### src/rtl/uart_rx_pkg.sv
package uart_rx_pkg;
  typedef enum logic [2:0] {
    S_IDLE, S_START, S_DATA, S_PAR, S_STOP1, S_STOP2
  } rx_state_e;

  function automatic logic [3:0] word_len(input logic [1:0] sel);
    case (sel)
      2'b00:   return 4'd7;
      2'b01:   return 4'd8;
      default: return 4'd9;
    endcase
  endfunction
endpackage

### src/rtl/uart_rx_sync.sv
module uart_rx_sync #(
  parameter int STAGES = 2
) (
  input  logic clk_i,
  input  logic rst_ni,
  input  logic d_i,
  output logic q_o
);
  logic [STAGES-1:0] pipe_q;

  generate
    if (STAGES == 1) begin : g_one
      always_ff @(posedge clk_i or negedge rst_ni)
        if (!rst_ni) pipe_q <= '1;
        else         pipe_q <= d_i;
    end else begin : g_many
      always_ff @(posedge clk_i or negedge rst_ni)
        if (!rst_ni) pipe_q <= '1;
        else         pipe_q <= {pipe_q[STAGES-2:0], d_i};
    end
  endgenerate

  assign q_o = pipe_q[STAGES-1];
endmodule

### src/rtl/uart_rx_fsm.sv
module uart_rx_fsm
  import uart_rx_pkg::*;
#(
  parameter int OSR    = 16,
  parameter int DATA_W = 9
) (
  input  logic              clk_i,
  input  logic              rst_ni,
  input  logic              en_i,
  input  logic              tick_i,
  input  logic              rx_i,
  input  logic [1:0]        len_sel_i,
  input  logic [1:0]        par_sel_i,
  input  logic              stop2_i,
  output logic              done_o,
  output logic              ovr_pt_o,
  output logic              busy_o,
  output logic [DATA_W-1:0] word_o,
  output logic              par_err_o,
  output logic              frm_err_o
);
  localparam int PH_W     = $clog2(OSR) + 1;
  localparam int FRM_W    = $clog2(OSR * 16);
  localparam int HALF     = OSR / 2;
  localparam int OVR_TICK = OSR * 6 + OSR / 2;

  rx_state_e          state_q;
  logic [PH_W-1:0]    ph_q;
  logic [3:0]         bit_q;
  logic [DATA_W-1:0]  sh_q;
  logic [FRM_W-1:0]   frm_q;
  logic [1:0]         len_q;
  logic               par_en_q, par_odd_q, stop2_q, par_bit_q, ferr_q;

  logic [PH_W-1:0]  ph_nx;
  logic [FRM_W-1:0] frm_nx;
  logic [3:0]       len_w;
  logic             mid;

  assign ph_nx  = ph_q + 1'b1;
  assign frm_nx = frm_q + 1'b1;
  assign len_w  = word_len(len_q);
  assign mid    = (ph_nx == PH_W'(OSR));

  always_ff @(posedge clk_i or negedge rst_ni) begin
    if (!rst_ni) begin
      state_q   <= S_IDLE;
      ph_q      <= '0;
      bit_q     <= '0;
      sh_q      <= '0;
      frm_q     <= '0;
      len_q     <= 2'b01;
      par_en_q  <= 1'b0;
      par_odd_q <= 1'b0;
      stop2_q   <= 1'b0;
      par_bit_q <= 1'b0;
      ferr_q    <= 1'b0;
      done_o    <= 1'b0;
      ovr_pt_o  <= 1'b0;
    end else begin
      done_o   <= 1'b0;
      ovr_pt_o <= 1'b0;
      if (!en_i) begin
        state_q <= S_IDLE;
      end else if (tick_i) begin
        if (state_q != S_IDLE) begin
          if (frm_q != '1) frm_q <= frm_nx;
          ovr_pt_o <= (frm_nx == FRM_W'(OVR_TICK));
        end
        case (state_q)
          S_IDLE: if (!rx_i) begin
            state_q   <= S_START;
            ph_q      <= PH_W'(1);
            frm_q     <= FRM_W'(1);
            len_q     <= len_sel_i;
            par_en_q  <= par_sel_i[1];
            par_odd_q <= par_sel_i[0];
            stop2_q   <= stop2_i;
          end
          S_START: begin
            ph_q <= ph_nx;
            if (ph_nx == PH_W'(HALF)) begin
              if (rx_i) state_q <= S_IDLE;  // glitch: not a start bit
              else begin
                state_q <= S_DATA;
                ph_q    <= '0;
                bit_q   <= '0;
                sh_q    <= '0;
              end
            end
          end
          S_DATA: begin
            ph_q <= ph_nx;
            if (mid) begin
              ph_q  <= '0;
              sh_q  <= {rx_i, sh_q[DATA_W-1:1]};
              bit_q <= bit_q + 1'b1;
              if (bit_q + 1'b1 == len_w) state_q <= par_en_q ? S_PAR : S_STOP1;
            end
          end
          S_PAR: begin
            ph_q <= ph_nx;
            if (mid) begin
              ph_q      <= '0;
              par_bit_q <= rx_i;
              state_q   <= S_STOP1;
            end
          end
          S_STOP1: begin
            ph_q <= ph_nx;
            if (mid) begin
              ph_q   <= '0;
              ferr_q <= !rx_i;
              if (stop2_q) state_q <= S_STOP2;
              else begin
                state_q <= S_IDLE;
                done_o  <= 1'b1;
              end
            end
          end
          S_STOP2: begin
            ph_q <= ph_nx;
            if (mid) begin
              ph_q    <= '0;
              state_q <= S_IDLE;
              done_o  <= 1'b1;
            end
          end
          default: state_q <= S_IDLE;
        endcase
      end
    end
  end

  // LSB arrives first and ends up lowest once shifted right by the unused width
  assign word_o    = sh_q >> (4'(DATA_W) - len_w);
  assign par_err_o = par_en_q & (^word_o ^ par_bit_q ^ par_odd_q);
  assign frm_err_o = ferr_q;
  assign busy_o    = (state_q != S_IDLE);
endmodule

### src/rtl/uart_rx_buf.sv
module uart_rx_buf #(
  parameter int DATA_W = 9
) (
  input  logic              clk_i,
  input  logic              rst_ni,
  input  logic              load_i,
  input  logic [DATA_W-1:0] word_i,
  input  logic              par_err_i,
  input  logic              frm_err_i,
  input  logic              ovr_pt_i,
  input  logic              rd_i,
  input  logic              ovr_clr_i,
  output logic [DATA_W-1:0] data_o,
  output logic              full_o,
  output logic              par_err_o,
  output logic              frm_err_o,
  output logic              overrun_o,
  output logic              irq_o
);
  always_ff @(posedge clk_i or negedge rst_ni) begin
    if (!rst_ni) begin
      data_o    <= '0;
      full_o    <= 1'b0;
      par_err_o <= 1'b0;
      frm_err_o <= 1'b0;
      irq_o     <= 1'b0;
    end else begin
      irq_o <= load_i;
      if (load_i) begin
        data_o    <= word_i;  // overwrites on overrun
        full_o    <= 1'b1;
        par_err_o <= par_err_i;
        frm_err_o <= frm_err_i;
      end else if (rd_i) begin
        full_o <= 1'b0;
      end
    end
  end

  always_ff @(posedge clk_i or negedge rst_ni) begin
    if (!rst_ni)                          overrun_o <= 1'b0;
    else if (ovr_pt_i && full_o && !rd_i) overrun_o <= 1'b1;
    else if (ovr_clr_i)                   overrun_o <= 1'b0;
  end
endmodule

### src/rtl/uart_rx_ovr.sv
module uart_rx_ovr #(
  parameter int OSR         = 16,
  parameter int DATA_W      = 9,
  parameter int SYNC_STAGES = 2
) (
  input  logic              clk_i,
  input  logic              rst_ni,
  input  logic              rx_i,
  input  logic              rx_en_i,
  input  logic              tick_i,
  input  logic [1:0]        len_sel_i,
  input  logic [1:0]        par_sel_i,
  input  logic              stop2_i,
  input  logic              rd_i,
  input  logic              ovr_clr_i,
  output logic [DATA_W-1:0] rd_data_o,
  output logic              buf_full_o,
  output logic              par_err_o,
  output logic              frm_err_o,
  output logic              overrun_o,
  output logic              irq_o
);
  logic              rx_s, done, ovr_pt, busy, w_perr, w_ferr;
  logic [DATA_W-1:0] word;

  uart_rx_sync #(.STAGES(SYNC_STAGES)) u_sync (
    .clk_i(clk_i), .rst_ni(rst_ni), .d_i(rx_i), .q_o(rx_s)
  );

  uart_rx_fsm #(.OSR(OSR), .DATA_W(DATA_W)) u_fsm (
    .clk_i(clk_i), .rst_ni(rst_ni), .en_i(rx_en_i), .tick_i(tick_i), .rx_i(rx_s),
    .len_sel_i(len_sel_i), .par_sel_i(par_sel_i), .stop2_i(stop2_i),
    .done_o(done), .ovr_pt_o(ovr_pt), .busy_o(busy), .word_o(word),
    .par_err_o(w_perr), .frm_err_o(w_ferr)
  );

  uart_rx_buf #(.DATA_W(DATA_W)) u_buf (
    .clk_i(clk_i), .rst_ni(rst_ni), .load_i(done), .word_i(word),
    .par_err_i(w_perr), .frm_err_i(w_ferr), .ovr_pt_i(ovr_pt),
    .rd_i(rd_i), .ovr_clr_i(ovr_clr_i), .data_o(rd_data_o), .full_o(buf_full_o),
    .par_err_o(par_err_o), .frm_err_o(frm_err_o), .overrun_o(overrun_o), .irq_o(irq_o)
  );
endmodule

### config.mk
export PLATFORM = sky130hd
export DESIGN_NAME = uart_rx_ovr
export DESIGN_NICKNAME = d
export VERILOG_FILES = /design/src/rtl/uart_rx_pkg.sv /design/src/rtl/uart_rx_sync.sv /design/src/rtl/uart_rx_fsm.sv /design/src/rtl/uart_rx_buf.sv /design/src/rtl/uart_rx_ovr.sv
export SDC_FILE = /design/constraint.sdc
export NUM_CORES = 1
export LEC_CHECK = 0
export CORE_MARGIN = 2
export CORE_UTILIZATION = 60
export CTS_CLUSTER_SIZE = 25
export DETAILED_ROUTE_END_ITERATION = 6
export DONT_BUFFER_PORTS = 1
export HOLD_SLACK_MARGIN = 0.06
export PLACE_DENSITY_LB_ADDON = 0.15
export SLEW_MARGIN = 10
export SYNTH_ARGS = -nofsm -noshare
export SYNTH_HDL_FRONTEND = slang
export SYNTH_HIERARCHICAL = 1
export SYNTH_SLANG_ARGS = --single-unit
### constraint.sdc
create_clock -name clk_i -period 4.8 [get_ports clk_i]
set_input_delay 0.24 -clock clk_i [delete_from_list [all_inputs] [get_ports clk_i]]
set_output_delay 0.24 -clock clk_i [all_outputs]
set_load 0.005 [all_outputs]
== After elaboration in Yosys (flattened, before gate mapping) ==
Cells that the tools add are included.
Operators by class
  shifts and indexed selects: 1
  add/subtract/negate cells: 4
  bitwise logic cells: 4
  reduce and logical (&&, ||, !) cells: 20
  equality and inequality tests: 23
  muxes and demuxes: 44
Operator list (count)
  $mux W3: 11
  $mux W8: 4
  $mux W9: 3
  $mux W5: 4
  $ne A3 B2 Y1 const B: 6
  $pmux W3 S6: 1
  $pmux W9 S2: 1
  $pmux W4 S2: 2
  $reduce_and A4 Y1: 4
  $pmux W5 S3: 1
  $mux W1: 12
  $mux W4: 3
  $reduce_xor A9 Y1: 1
  $shr A9 B4 Y9: 1
  $add A8 B1 Y8 const B: 1
  $eq A8 B7 Y1 const B: 1
  $ne A8 B8 Y1 const B: 1
  $reduce_and A8 Y1: 1
  $eq A3 B2 Y1 const B: 2
  $eq A3 B3 Y1 const B: 2
  $ne A2 B1 Y1 const B: 3
  $reduce_and A6 Y1: 1
  $reduce_bool A2 Y1: 3
  $reduce_bool A3 Y1: 2
  21 further kinds: 25
Word-level totals
  input bits: 12
  register bits after elaboration: 54
  logic and storage cells: 116
  output and inout port bits: 14

== Longest topological paths before layout ==
Gate-level depths: netlist (run 1).
  depth after elaboration: 8
  mapped depth: 9

== Cells and area by module ==
The synthesis (run 1) kept the hierarchy.
Modules (own cells, without submodules)
  uart_rx_fsm: times used 1, area an instance 2443.6 sq um, cells each 285, sequential area each 952.2 sq um
  uart_rx_buf: times used 1, area an instance 545.5 sq um, cells each 30, sequential area each 350.3 sq um
  uart_rx_sync: times used 1, area an instance 52.6 sq um, cells each 2, sequential area each 52.6 sq um

== Least setup slack after synthesis (run 1) ==
No wires, ideal clock.
  path kind: flip-flop to flip-flop
  start point: register u_fsm.ph_q[0]
  end point: register u_fsm.bit_q[1]
  clock period less this slack: 2.151 ns
  arrival: 2.030 ns
  library setup time: 0.121 ns
  cell stages (with the launch flop): 9
  slack: 2.649 ns
  cell sequence: dfrtp_1 ha_1 and2_1 o221ai_2 nor3_2 nor3_1 or4_4 buf_6 a22o_1
On the way
  cells in the longest elaborated chain, start to end: 4
  elaborated cells between the ends (all ways): 6
  classes of those cells: 1 x add/sub; 4 x eq/ne; 1 x reduce/logical
Ends and longest elaborated chain
  from (decl): RTL line uart_rx_fsm.sv:28  | logic [PH_W-1:0] ph_q;
  from (signal assigned): RTL line uart_rx_fsm.sv:81  | ph_q <= ph_nx;
  from (signal assigned): RTL line uart_rx_fsm.sv:93  | ph_q <= ph_nx;
  from (signal assigned): RTL line uart_rx_fsm.sv:102  | ph_q <= ph_nx;
  $add A5 B1 Y5 *: RTL line uart_rx_fsm.sv:40  | assign ph_nx = ph_q + 1'b1;
  $eq A5 B5 Y1 / $eq A5 B4 Y1 (equally long branches): RTL line uart_rx_fsm.sv:43, uart_rx_fsm.sv:82
  $ne A2 B1 Y1 (no source line)
  $reduce_and A6 Y1 (no source line) *
  to (signal assigned): RTL line uart_rx_fsm.sv:97  | bit_q <= bit_q + 1'b1;
  to (decl): RTL line uart_rx_fsm.sv:29  | logic [3:0] bit_q;
Every way passes the cells marked *; elsewhere a longest branch is shown, timed or not.
A chain may end at the register's enable or synchronous reset.

== Worst setup path after layout (run 1) ==
  start point: register u_fsm.ph_q[0]
  end point: register u_fsm.bit_q[2]
The elaborated chain is that of the path after synthesis.

==> flow_metrics.env, run 1 <==
export IMPL_outcome="completed"
export IMPL_dr_pass1_iters=4
export IMPL_syn_inst=317
export IMPL_finClkSkew_ns=0.01117
export IMPL_synth_area_top_cells="dfrtp_1 42%, nand2_1 5.8%, mux2_4 4.4%"
export IMPL_hold_depth=1
export IMPL_final_cell_mix="51 x dfrtp_1, 47 x nand2_1, 20 x a21oi_1"
export IMPL_dr_max_layer_used="met4"
export IMPL_drc=0
export IMPL_critPathArrivalTime_ns=2.66
export IMPL_layout_commonest_cell="dfrtp_1"
export IMPL_nets=330
export IMPL_yosys_warnings=6
export IMPL_p_leak_nw=1.401
export IMPL_synth_seq_cells=54
export IMPL_rsz0062_at_grt="no"
export IMPL_hold_class="input pin to flop"
export IMPL_synth_seq_area_share=0.4455
export IMPL_dieHeight_um=75.20
export IMPL_wl_met3_um=218
export IMPL_root_buffer="clkbuf_8"
export IMPL_design_portCount=26
export IMPL_grt_use_total=0.2265
export IMPL_core_area_um2=4817
export IMPL_period_share=0.5147
export IMPL_drt_iter0_markers=150
export IMPL_initial_utilization=0.6314
export IMPL_fin_setup_tns_ns=0
export IMPL_cts_resized=0
export IMPL_synth_top_area_cell="dfrtp_1"
export IMPL_endpoint_kind="flop"
export IMPL_die_w_um=75.20
export IMPL_grt_max_degree=55
export IMPL_wire_per_inst_um=15.47
export IMPL_netlist_area_um2=3042
export IMPL_cts_buffer_depth=2
export IMPL_nFillCells=406
export IMPL_fmaxAchievable_mhz=404.7
export IMPL_hold_viol_final=0
export IMPL_r2r_end="u_fsm/bit_q[2]$_DFFE_PN0P_"
export IMPL_synth_top_area_frac=0.4196
export IMPL_hpwl_um=4095
export IMPL_worst_pin_slew_ns=0.8348
export IMPL_worstRegToRegCells=7
export IMPL_synth_cell_types=53
export IMPL_drv_slew=0
export IMPL_multi_input_area_um2=1564
export IMPL_io_buffers=0
export IMPL_whs_endpoint="u_fsm/state_q[0]$_DFFE_PN0P_"
export IMPL_clk_pin_slew_worst_paths_ns=0.10
export IMPL_htreeDepth=2
export IMPL_async_flop_share=1.000
export IMPL_setup_viol=0
export IMPL_hold_start="rx_en_i"
export IMPL_cts_sinks=54
export IMPL_antenna_found_initial=0
export IMPL_gp_congestion=0.8477
export IMPL_drtAntennaViolNets=0
export IMPL_worstSetupStartpointType="flop"
export IMPL_syn_nets=334
export IMPL_synth_edf_count=0
export IMPL_cts_setup_buffers=0
export IMPL_power_density_nw_per_um2=292.7
export IMPL_regArea_um2=1355
export IMPL_drt_met1_wl_um=2798
export IMPL_cp_required_ns=4.99
export IMPL_reg2reg_from="u_fsm/ph_q[0]$_DFFE_PN0P_"
export IMPL_antenna_cells=0
export IMPL_worst_skew_pair_late_latency_ns=0.31
export IMPL_ys_flop_type="dfrtp_1"
export IMPL_grt_pass1_vias=2090
export IMPL_crit_fanout=13
export IMPL_pre_cts_slack_ns=2.401
export IMPL_gr_total_overflow=0
export IMPL_drt_total_wl_um=5893
export IMPL_vdd_drop_max_mv=0.2057
export IMPL_setup_slack_ns=2.329
export IMPL_max_cap_violations=0
export IMPL_wl_met2_um=2761
export IMPL_fin_crit_ns=2.471
export IMPL_slew_headroom=0.4408
export IMPL_cts_made_buffers=5
export IMPL_syn_avg_cell_area_um2=9.595
export IMPL_viasPerCell=5.874
export IMPL_num_vias=2238
export IMPL_layout_drive_gt1_share=0.09554
export IMPL_dieArea_um2=5655
export IMPL_cts_tree="yes"
export IMPL_r2r_setup_slack_ns=2.33
export IMPL_grt_pass1_wl_um=9653
export IMPL_layout_area_overhead_vs_synth_pct=5.965
export IMPL_rows=25
export IMPL_worstSetupPathType="flop to flop"
[stage by stage]
stage	util	power, mW	instances	cell area (um^2)	hold WS [ns]
after floorplan	-	0.6499	317	3042	-0.05559
after global placement	0.6296	0.6697	365	3033	-0.05437
after detailed placement	0.6296	0.6737	365	3033	-0.05428
after CTS	0.6691	0.9525	381	3223	0.08982
after global routing	0.6691	1.001	381	3223	0.08813
final	0.6691	0.9435	381	3223	0.09816
[synthesized netlist by cell type (all sizes together) (2+ instances only)]
cell type and n:
dfrtp 51, xor2 4, or3 2, o21ai 21
nor2 15, xnor2 12, ha 5, a32o 3
nand3b 2, and3 6, o31ai 3, nor2b 4
nand2b 10, a211oi 2, buf 6, a21o 2
clkbuf 13, nand2 47, a21oi 20, inv 8
nand3 7, a22o 10, mux2i 11, nand4 3
dfstp 3, a31oi 5, and2 4, o221ai 2
nor3 8, mux2 13
[flip-flops by register name (all words and copies together) (netlist names), 2 cells and up]
signal         flops
u_buf/data_o       9
u_fsm/bit_q        4
u_fsm/frm_q        8
u_fsm/len_q        2
u_fsm/ph_q         5
u_fsm/sh_q         9
u_fsm/state_q      3
u_sync/pipe_q      2
[kinds of logic (layout without fill, tap and decap cells)]
kind of cell,count (synthesis),count (layout),synth area share
AND/OR/NAND/NOR,115,115,0.1884
AO/OA/AOI/OAI,76,76,0.1637
multiplexers,24,24,0.09543
adder cells (fa/ha/maj),5,5,0.02057
XOR/XNOR,16,16,0.04607
flip-flops,54,54,0.4455
buffers and inverters,27,24,0.04031
[area by class of cell]
cell class              count  share of cell area
inverters                   8            0.009317
flip-flops and latches     54              0.4204
clock buffers               5             0.02135
well taps                  67             0.02601
repair buffers              8             0.03028
clock inverters             3            0.007376
multi-input cells         236              0.4852
[power breakdown]
group / total [mW] / leakage (nW) / switching [mW] / internal (mW)
logic: 0.147 / 0.633 / 0.0848 / 0.0626
registers: 0.537 / 0.727 / 0.0529 / 0.485
clock network: 0.259 / 0.0408 / 0.154 / 0.105
[metal layers]
metal	vias to the layer above	track usage
met2	49	0.3558
met4	0	0.08967
met5	-	0
met3	10	0.03481
li1	1115	-
met1	1064	0.3175
[what timing repair did]
item                                    4_1_cts  5_1_grt
hold endpoints to repair                     60        0
endpoints found under the setup margin        0        0
hold buffers                                  8        0
[worst max path at each step]
stage	to	from	slack [ns]	cells past startpoint
2_1_floorplan	u_fsm/bit_q[1]$_DFFE_PN0P_	u_fsm/ph_q[0]$_DFFE_PN0P_	2.65	8
3_3_place_gp	u_fsm/bit_q[2]$_DFFE_PN0P_	u_fsm/ph_q[0]$_DFFE_PN0P_	2.50	7
3_5_place_dp	u_fsm/bit_q[2]$_DFFE_PN0P_	u_fsm/ph_q[0]$_DFFE_PN0P_	2.40	7
4_1_cts	u_fsm/bit_q[2]$_DFFE_PN0P_	u_fsm/ph_q[0]$_DFFE_PN0P_	2.36	7
5_1_grt	u_fsm/bit_q[2]$_DFFE_PN0P_	u_fsm/ph_q[0]$_DFFE_PN0P_	2.20	7
6_report	u_fsm/bit_q[2]$_DFFE_PN0P_	u_fsm/ph_q[0]$_DFFE_PN0P_	2.33	7
[worst max-delay path: stages, from the launching register on]
cell,delay (ns)
dfrtp_1,0.45
ha_1,0.31
and2_1,0.23
a21oi_1,0.13
o21ai_1,0.27
a21oi_1,0.11
or4_4,0.52
a221o_1,0.33
Power figures use the tool's default switching activity.
==> inputs of run 2 (changes only) <==
--- a/config.mk
+++ b/config.mk
@@ -5,6 +5,7 @@
 export SDC_FILE = /design/constraint.sdc
 export NUM_CORES = 1
 export LEC_CHECK = 0
+export ABC_AREA = 1
 export CORE_MARGIN = 2
 export CORE_UTILIZATION = 60
 export CTS_CLUSTER_SIZE = 25
==> constraint.sdc (replaced) <==
create_clock -name clk_i -period 2.45 [get_ports clk_i]
set_input_delay 0.1225 -clock clk_i [delete_from_list [all_inputs] [get_ports clk_i]]
set_output_delay 0.1225 -clock clk_i [all_outputs]
set_load 0.005 [all_outputs]
==> run 2 against run 1 <==
  * Largest cell class unchanged
  * Die area shrank 1.2%
  * Core utilization grew 1.7 points
  * Total power rose by 120%
  * Maximum frequency is 25% higher
  * Clock power is 110% higher
==> flow_metrics.env, run 2 <==
export IMPL_grt_pass1_wl_um=10330
export IMPL_crit_chain="ha_1 -> nand3_1 -> xor2_1 -> nand3_1 -> nand2_1 -> nand2_1 -> nor2_1 -> nand2_1 -> nand3_1 -> nand2_1"
export IMPL_whs_endpoint="u_fsm/state_q[1]$_DFFE_PN0P_"
export IMPL_cts_made_buffers=5
export IMPL_crit_slowest_cell="dfrtp_1"
export IMPL_worstSetupStartpointType="flop"
export IMPL_synth_seq_cells=54
export IMPL_cp_required_ns=2.66
export IMPL_htreeDepth=2
export IMPL_vdd_drop_max_mv=0.4808
export IMPL_critPathArrivalTime_ns=2.18
export IMPL_drtAntennaViolNets=0
export IMPL_die_w_um=74.73
export IMPL_grt_use_total=0.2369
export IMPL_fmaxAchievable_mhz=506.4
export IMPL_placed_cell_area_um2=3045
export IMPL_hold_viol_final=0
export IMPL_multi_input_area_um2=1415
export IMPL_gr_total_overflow=0
export IMPL_grt_max_degree=55
export IMPL_syn_inst=398
export IMPL_dr_pass1_iters=4
export IMPL_syn_avg_cell_area_um2=7.542
export IMPL_synth_edf_count=0
export IMPL_r2r_setup_slack_ns=0.48
export IMPL_initial_utilization=0.6272
export IMPL_gp_congestion=0.8960
export IMPL_top_regs="u_buf/data_o (9), u_fsm/sh_q (9), u_fsm/frm_q (8)"
export IMPL_syn_nets=415
export IMPL_worst_pin_slew_ns=0.3981
export IMPL_layout_area_overhead_vs_synth_pct=9.337
export IMPL_hold_buffers=12
export IMPL_dieHeight_um=74.73
export IMPL_worstSetupPathType="flop to flop"
export IMPL_yosys_warnings=6
export IMPL_wire_per_inst_um=12.14
export IMPL_crit_family="simple AND/OR/NAND/NOR gates"
export IMPL_worst_skew_pair_late_latency_ns=0.31
export IMPL_antenna_cells=0
export IMPL_hold_start="tick_i"
export IMPL_synth_top_area_cell="dfrtp_1"
export IMPL_design_portCount=26
export IMPL_synth_cell_types=31
export IMPL_worstRegToRegCells=10
export IMPL_drc=0
export IMPL_netlist_area_um2=3002
export IMPL_synth_top_area_frac=0.4252
export IMPL_io_buffers=0
export IMPL_hold_depth=4
export IMPL_cts_resized=0
export IMPL_reg2reg_from="u_fsm/ph_q[0]$_DFFE_PN0P_"
export IMPL_stdcell_area_um2=3282
export IMPL_ys_flop_type="dfrtp_1"
export IMPL_layout_commonest_cell="nand2_1"
export IMPL_p_leak_nw=1.693
export IMPL_grt_pass1_vias=2425
export IMPL_power_density_nw_per_um2=642.3
export IMPL_rsz0062_at_grt="no"
export IMPL_regArea_um2=1355
export IMPL_drv_slew=0
export IMPL_dieArea_um2=5585
export IMPL_rows=25
export IMPL_endpoint_kind="flop"
export IMPL_drt_total_wl_um=5826
export IMPL_fin_setup_tns_ns=0
export IMPL_synth_area_top_cells="dfrtp_1 43%, nand2_1 19%, nand3_1 6.2%"
export IMPL_slew_headroom=0.7346
export IMPL_viasPerCell=5.242
export IMPL_root_buffer="clkbuf_8"
export IMPL_fin_crit_ns=1.975
export IMPL_hpwl_um=4218
export IMPL_antenna_found_initial=0
export IMPL_cts_tree="yes"
export IMPL_cts_setup_buffers=0
export IMPL_cts_sinks=54
export IMPL_num_vias=2516
export IMPL_finClkSkew_ns=0.009997
export IMPL_clk_pin_slew_worst_paths_ns=0.10
export IMPL_max_cap_violations=0
export IMPL_synth_seq_area_share=0.4514
export IMPL_cts_buffer_depth=2
export IMPL_setup_viol=0
export IMPL_r2r_end="u_fsm/state_q[1]$_DFFE_PN0P_"
export IMPL_cpPeakStageDelay_ns=0.44
export IMPL_worst_path_buf_inv=0
export IMPL_synth_common_cells="151 x nand2_1, 51 x dfrtp_1, 43 x inv_1, 37 x nand3_1, 25 x nor2_1"
export IMPL_hold_class="input pin to flop"
export IMPL_async_flop_share=1.000
export IMPL_crit_fanout=5
export IMPL_layout_drive_gt1_share=0.08717
export IMPL_synth_most_common_cell="nand2_1"
export IMPL_nets=429
export IMPL_outcome="completed"
export IMPL_drt_iter0_markers=138
export IMPL_nFillCells=416
export IMPL_final_cell_mix="151 x nand2_1, 51 x dfrtp_1, 43 x inv_1"
export IMPL_core_area_um2=4786
export IMPL_period_share=0.8060
export IMPL_cp_common_cell="nand2_1"
## run 2: worst max-delay path by stage
| stage | startpoint | to | slack, ns | depth (start not counted) |
|---|---|---|---|---|
| global route | u_fsm/ph_q[0]$_DFFE_PN0P_ | u_fsm/state_q[1]$_DFFE_PN0P_ | 0.21 | 10 |
| floorplan | u_fsm/ph_q[0]$_DFFE_PN0P_ | u_fsm/bit_q[1]$_DFFE_PN0P_ | 0.69 | 9 |
| global placement | u_fsm/ph_q[0]$_DFFE_PN0P_ | u_fsm/sh_q[5]$_DFFE_PN0P_ | 0.57 | 8 |
| detailed placement | u_fsm/ph_q[0]$_DFFE_PN0P_ | u_fsm/state_q[1]$_DFFE_PN0P_ | 0.50 | 10 |
| finish | u_fsm/ph_q[0]$_DFFE_PN0P_ | u_fsm/state_q[1]$_DFFE_PN0P_ | 0.48 | 10 |
| CTS | u_fsm/ph_q[0]$_DFFE_PN0P_ | u_fsm/state_q[1]$_DFFE_PN0P_ | 0.49 | 10 |
## run 2: cell families after synthesis
kind of cell | Yosys count | share of synthesized area
AOI/OAI and AO/OA | 43 | 0.09171
xor gates and xnor gates | 13 | 0.03793
adders and majority gates | 5 | 0.02084
buffers and inverters | 55 | 0.07711
DFF | 54 | 0.4514
and+or+nand+nor | 228 | 0.3210
## run 2: per-stage QoR
| step | std cells | total power, mW | worst slack [ns] | util | hold slack (ns) |
|---|---|---|---|---|---|
| final | 480 | 2.108 | 0.4752 | 0.6858 | 0.1546 |
| after global routing | 480 | 2.250 | 0.2127 | 0.6858 | 0.1749 |
| after CTS | 480 | 2.122 | 0.4945 | 0.6858 | 0.1371 |
| after detailed placement | 460 | 1.549 | 0.4982 | 0.6363 | -0.1719 |
| after global placement | 460 | 1.529 | 0.5721 | 0.6363 | -0.1719 |
| after floorplan | 398 | 1.456 | 0.6851 | - | -0.1731 |
## run 2: final cells by class
type / instances / area share
Tap cell: 67 / 0.02554
Multi-Input combinational cell: 289 / 0.4312
Inverter: 49 / 0.05604
Timing Repair Buffer: 13 / 0.04422
Sequential cell: 54 / 0.4129
Clock buffer: 6 / 0.02516
Clock inverter: 2 / 0.004956
## run 2: worst min-delay path: cells and delay by family
family	cells	cell delay [ns]
AOI/OAI and AO/OA	1	0.05
buffers and inverters	1	0.10
and+or+nand+nor	2	0.15
## run 2: layer usage
layer	wire length, um	track usage	vias up
met5	0	0	-
met4	106	0.08532	0
met3	198	0.05087	12
met2	2893	0.4149	43
met1	2628	0.2883	1172
li1	-	-	1289
## run 2: power by group
group          switching [mW]  internal, mW  total, mW
registers               0.104         0.981       1.08
clock network           0.307         0.233      0.540
logic                   0.306         0.177      0.483
total                   0.717          1.39       2.11
